<file path="src/rtl/hfl_pkg.sv">
package hfl_pkg;
  typedef enum logic [1:0] {
    ZONE_BAND  = 2'd0,
    ZONE_ABOVE = 2'd1,
    ZONE_BELOW = 2'd2
  } zone_e;
endpackage

</file>
<file path="src/rtl/hfl_zone_cmp.sv">
module hfl_zone_cmp
  import hfl_pkg::*;
#(
  parameter int unsigned FIELD_W = 12
) (
  input  logic signed [FIELD_W-1:0] field_i,
  input  logic signed [FIELD_W-1:0] op_thr_i,
  input  logic signed [FIELD_W-1:0] rel_thr_i,
  output zone_e                     zone_o
);
  logic above, below;

  assign above = field_i > op_thr_i;
  assign below = field_i < rel_thr_i;

  // operate wins if thresholds are misprogrammed
  always_comb begin
    if (above)      zone_o = ZONE_ABOVE;
    else if (below) zone_o = ZONE_BELOW;
    else            zone_o = ZONE_BAND;
  end
endmodule

</file>
<file path="src/rtl/hfl_wake_edge.sv">
module hfl_wake_edge (
  input  logic clk_i,
  input  logic rst_ni,
  input  logic awake_i,
  output logic strobe_o
);
  logic awake_q;

  always_ff @(posedge clk_i or negedge rst_ni) begin
    if (!rst_ni) awake_q <= 1'b0;
    else         awake_q <= awake_i;
  end

  assign strobe_o = awake_q & ~awake_i;
endmodule

</file>
<file path="src/rtl/hfl_latch_core.sv">
module hfl_latch_core
  import hfl_pkg::*;
(
  input  logic  clk_i,
  input  logic  rst_ni,
  input  logic  strobe_i,
  input  zone_e zone_i,
  output logic  out_no_o,
  output logic  valid_o,
  output logic  changed_o
);
  logic out_q, valid_q, chg_q;

  always_ff @(posedge clk_i or negedge rst_ni) begin
    if (!rst_ni) begin
      out_q   <= 1'b1;
      valid_q <= 1'b0;
      chg_q   <= 1'b0;
    end else begin
      chg_q <= 1'b0;
      if (strobe_i) begin
        unique case (zone_i)
          ZONE_ABOVE: begin
            out_q   <= 1'b0;
            valid_q <= 1'b1;
            chg_q   <= out_q;
          end
          ZONE_BELOW: begin
            out_q   <= 1'b1;
            valid_q <= 1'b1;
            chg_q   <= ~out_q;
          end
          default: ;
        endcase
      end
    end
  end

  assign out_no_o  = out_q;
  assign valid_o   = valid_q;
  assign changed_o = chg_q;
endmodule

</file>
<file path="src/rtl/hyst_field_latch.sv">
module hyst_field_latch
  import hfl_pkg::*;
#(
  parameter int unsigned FIELD_W = 12
) (
  input  logic                      clk_i,
  input  logic                      rst_ni,
  input  logic                      awake_i,
  input  logic signed [FIELD_W-1:0] field_i,
  input  logic signed [FIELD_W-1:0] op_thr_i,
  input  logic signed [FIELD_W-1:0] rel_thr_i,
  output logic                      out_no_o,
  output logic                      valid_o,
  output logic                      changed_o
);
  logic  sample_stb;
  zone_e zone;

  hfl_wake_edge u_edge (
    .clk_i    (clk_i),
    .rst_ni   (rst_ni),
    .awake_i  (awake_i),
    .strobe_o (sample_stb)
  );

  hfl_zone_cmp #(.FIELD_W(FIELD_W)) u_cmp (
    .field_i   (field_i),
    .op_thr_i  (op_thr_i),
    .rel_thr_i (rel_thr_i),
    .zone_o    (zone)
  );

  hfl_latch_core u_core (
    .clk_i     (clk_i),
    .rst_ni    (rst_ni),
    .strobe_i  (sample_stb),
    .zone_i    (zone),
    .out_no_o  (out_no_o),
    .valid_o   (valid_o),
    .changed_o (changed_o)
  );
endmodule

</file>
<file path="config.mk">
export PLATFORM = sky130hd
export DESIGN_NAME = hyst_field_latch
export DESIGN_NICKNAME = d
export VERILOG_FILES = /design/src/rtl/hfl_pkg.sv /design/src/rtl/hfl_zone_cmp.sv /design/src/rtl/hfl_wake_edge.sv /design/src/rtl/hfl_latch_core.sv /design/src/rtl/hyst_field_latch.sv
export SDC_FILE = /design/constraint.sdc
export NUM_CORES = 1
export LEC_CHECK = 0
export ABC_AREA = 1
export CORE_MARGIN = 2
export CORE_UTILIZATION = 36
export DETAILED_ROUTE_END_ITERATION = 12
export PLACE_DENSITY_LB_ADDON = 0.2
export SYNTH_ARGS = -nofsm -noshare
export SYNTH_HDL_FRONTEND = slang
export SYNTH_SLANG_ARGS = --single-unit
</file>
<file path="constraint.sdc">
create_clock -name clk_i -period 0.87 [get_ports clk_i]
set_input_delay 0.261 -clock clk_i [delete_from_list [all_inputs] [get_ports clk_i]]
set_output_delay 0.261 -clock clk_i [all_outputs]
set_load 0.005 [all_outputs]
</file>
==> metrics.cfg <==
[cells_and_area]
utilization_pct = 76.53
drive_gt1_share_pct = 65.24
area_growth_pct = 100.9
layout_common_cells = 25 x nand2_1, 21 x ha_4, 16 x inv_2, 16 x inv_1, 15 x buf_6
diodes = 0
fin_area_mm2 = 0.001709
layout_commonest_cell = nand2_1
nets = 250

[pwr]
p_int_uw = 858.9
clkPwrFrac_pct = 19.9
powerDensity_mw_per_mm2 = 803.1
p_sw_uw = 513.7
switching_share_pct = 37.43
pwr-share-seq_pct = 16.9
p_leak_nw = 0.8707
peakVddDrop_v = 0.0005116
combPwrFrac_pct = 63.2

[synthesis]
yosysSeqAreaShare_pct = 11.91
syn_inst = 136
yosysUniqueCellTypes = 18
synth_area_per_cell_um2 = 6.256
syn_nets = 198
netlist_area_um2 = 850.8
ys_ff_latch = 4
yosys_warnings = 0

[timing]
fin_crit_ps = 1298
relSlewSlack_pct = 85.97
max_freq_mhz = 770.3
drv_slew = 0
finClkSkew_ps = 1.698
worstMarginPinSlew_ps = 209.7
fin_ws_ps = -428.1
fin_crit_sh_pct = 149.2
finalSetupViolCount = 6
hold_viol = 0
rsz0062_at_grt = yes

[clocking]
clk_transition_reported_paths_ps = 40
clockRootBuffer = clkbuf_4
cts_buffer_depth = 2
holdBufCountCts = 0
cts.htree.levels = 1
cts_inserted_buffers = 3
cts.sinks = 4
clk_latency_ps = 240
tritoncts = done

[place]
place_area_mm2 = 0.001593
dp_slack_ps = -1177
io_buffers = 41
place_congestion = 0.7923
dp_hpwl_um = 1943

[grt]
antenna_found_initial = 0
grt_pass1_wl_um = 4050
grt-ovfl-total = 0
groute.usage.overall_pct = 18.89
grt_max_degree = 5
grt_pass1_vias = 1044

[floorplan]
io_pins = 42
die_height_um = 52.62
num_rows = 17
fp.dieArea_mm2 = 0.002768
die_w_um = 52.62
start_util_pct = 38.10
coreArea_mm2 = 0.002233

[job]
cap_violations = 0

[status]
violations = negative setup slack
outcome = complete, but fails checks

[setup_path]
cp_top_family = simple AND/OR/NAND/NOR gates
cpMaxStageDelayCell = ha_4
slowest_delay_ps = 250
critPathCaptureType = flip-flop
start_kind = input port
cp_cell_sequence = buf_6, ha_4, nand4_1, nor2_2, nand2_2, nand3_1, nand2_2, nand4_2, nand2_1, nand2_1, inv_1
path_buf_inv = 2
arrival_ps = 1440
required_ps = 1010
path_class = input port to flip-flop
worstPathMaxFanout = 3

[worst_hold_path]
hp-class = input port to async pin

[routing]
dr.pass1.iters = 4
first_iter_violations = 8
dr_total_vias = 994
antenna_left = 0
routed_via_density = 4.623
drc = 0
wl_per_cell_um = 11.27
drt_wl_total_um = 2424

power groups by stage:
stage	logic [mW]	clock network, mW	registers, mW
4_1_cts	0.764	0.264	0.224
2_1_floorplan	0.383	0	0.231
3_5_place_dp	0.755	0	0.229
6_report	0.868	0.273	0.232
5_1_grt	0.973	0.270	0.233
3_3_place_gp	0.731	0	0.227
kinds of logic (layout without fill, tap and decap cells):
family	Yosys count	count (layout)	synth area share, %
buffers and inverters	43	94	18.97
and+or+nand+nor	58	58	30.29
DFF	4	4	11.91
AOI/OAI and AO/OA	8	8	5.000
adders and majority gates	23	23	33.82
Yosys cell counts:
cell      count  area [um^2]
nand2_2       2        12.51
dfrtp_1       3        75.07
nor3_1        1        5.000
o21ai_0       1        5.000
inv_1        39        146.4
nor2_2        1        6.260
nor2_1        4        15.01
nand2_1      38        142.6
nand3_1       6        30.03
nand3b_1      2        15.01
a21o_1        1        7.510
nand4_1       3        18.77
dfstp_2       1        26.28
clkinv_1      1        3.750
inv_2         3        11.26
nand4_2       1        12.51
ha_1         23        287.8
a21oi_1       6        30.03
metrics by stage:
step | TNS, ps | cells | hold WS (ps) | power, mW
floorplan | -1187 | 136 | -34.59 | 0.6142
CTS | -1653 | 215 | 222.4 | 1.253
global placement | -4059 | 209 | 462.9 | 0.9581
global route | -1960 | 215 | 238.9 | 1.475
detailed placement | -4236 | 209 | 470.7 | 0.9841
finish | -1716 | 215 | 214.2 | 1.373
what timing repair did:
action                     CTS  global route
setup buffers                2             0
setup endpoints to repair    6             6
pin swaps                   51            39
resized for setup          161            44
registers in the layout, indices dropped and copies added (netlist names):
signal,flops
u_core.changed_o,1
u_core.out_no_o,1
u_core.valid_o,1
u_edge.awake_q,1
routing by layer:
| layer | GRT usage, % | up-vias | routed length [um] |
|---|---|---|---|
| li1 | - | 518 | - |
| met1 | 20.75 | 449 | 938 |
| met2 | 39.38 | 25 | 1414 |
| met3 | 0 | 2 | 60 |
| met4 | 3.846 | 0 | 10 |
| met5 | 0 | - | 0 |
cell type report:
| class | instances | area, um^2 |
|---|---|---|
| multi-input combinational | 89 | 950.9 |
| fill | 175 | 524.3 |
| timing repair buffer | 47 | 397.9 |
| inverter | 43 | 197.7 |
| sequential | 4 | 101.3 |
| tap | 28 | 35.03 |
| clock buffer | 4 | 26.28 |
final timing paths:
path | start | endpoint | slack [ps] | depth (start not counted)
max reg2reg | u_core.out_no_o | u_core.changed_o | -220 | 7
min reg2reg | u_core.valid_o | u_core.valid_o | 480 | 1
min | rst_ni | u_core.changed_o | 210 | 1
min in group clk_i | u_core.valid_o | u_core.valid_o | 480 | 1
max in group asynchronous | rst_ni | u_core.out_no_o | 420 | 1
max | field_i[6] | u_core.changed_o | -430 | 11
Power figures use the tool's default switching activity.
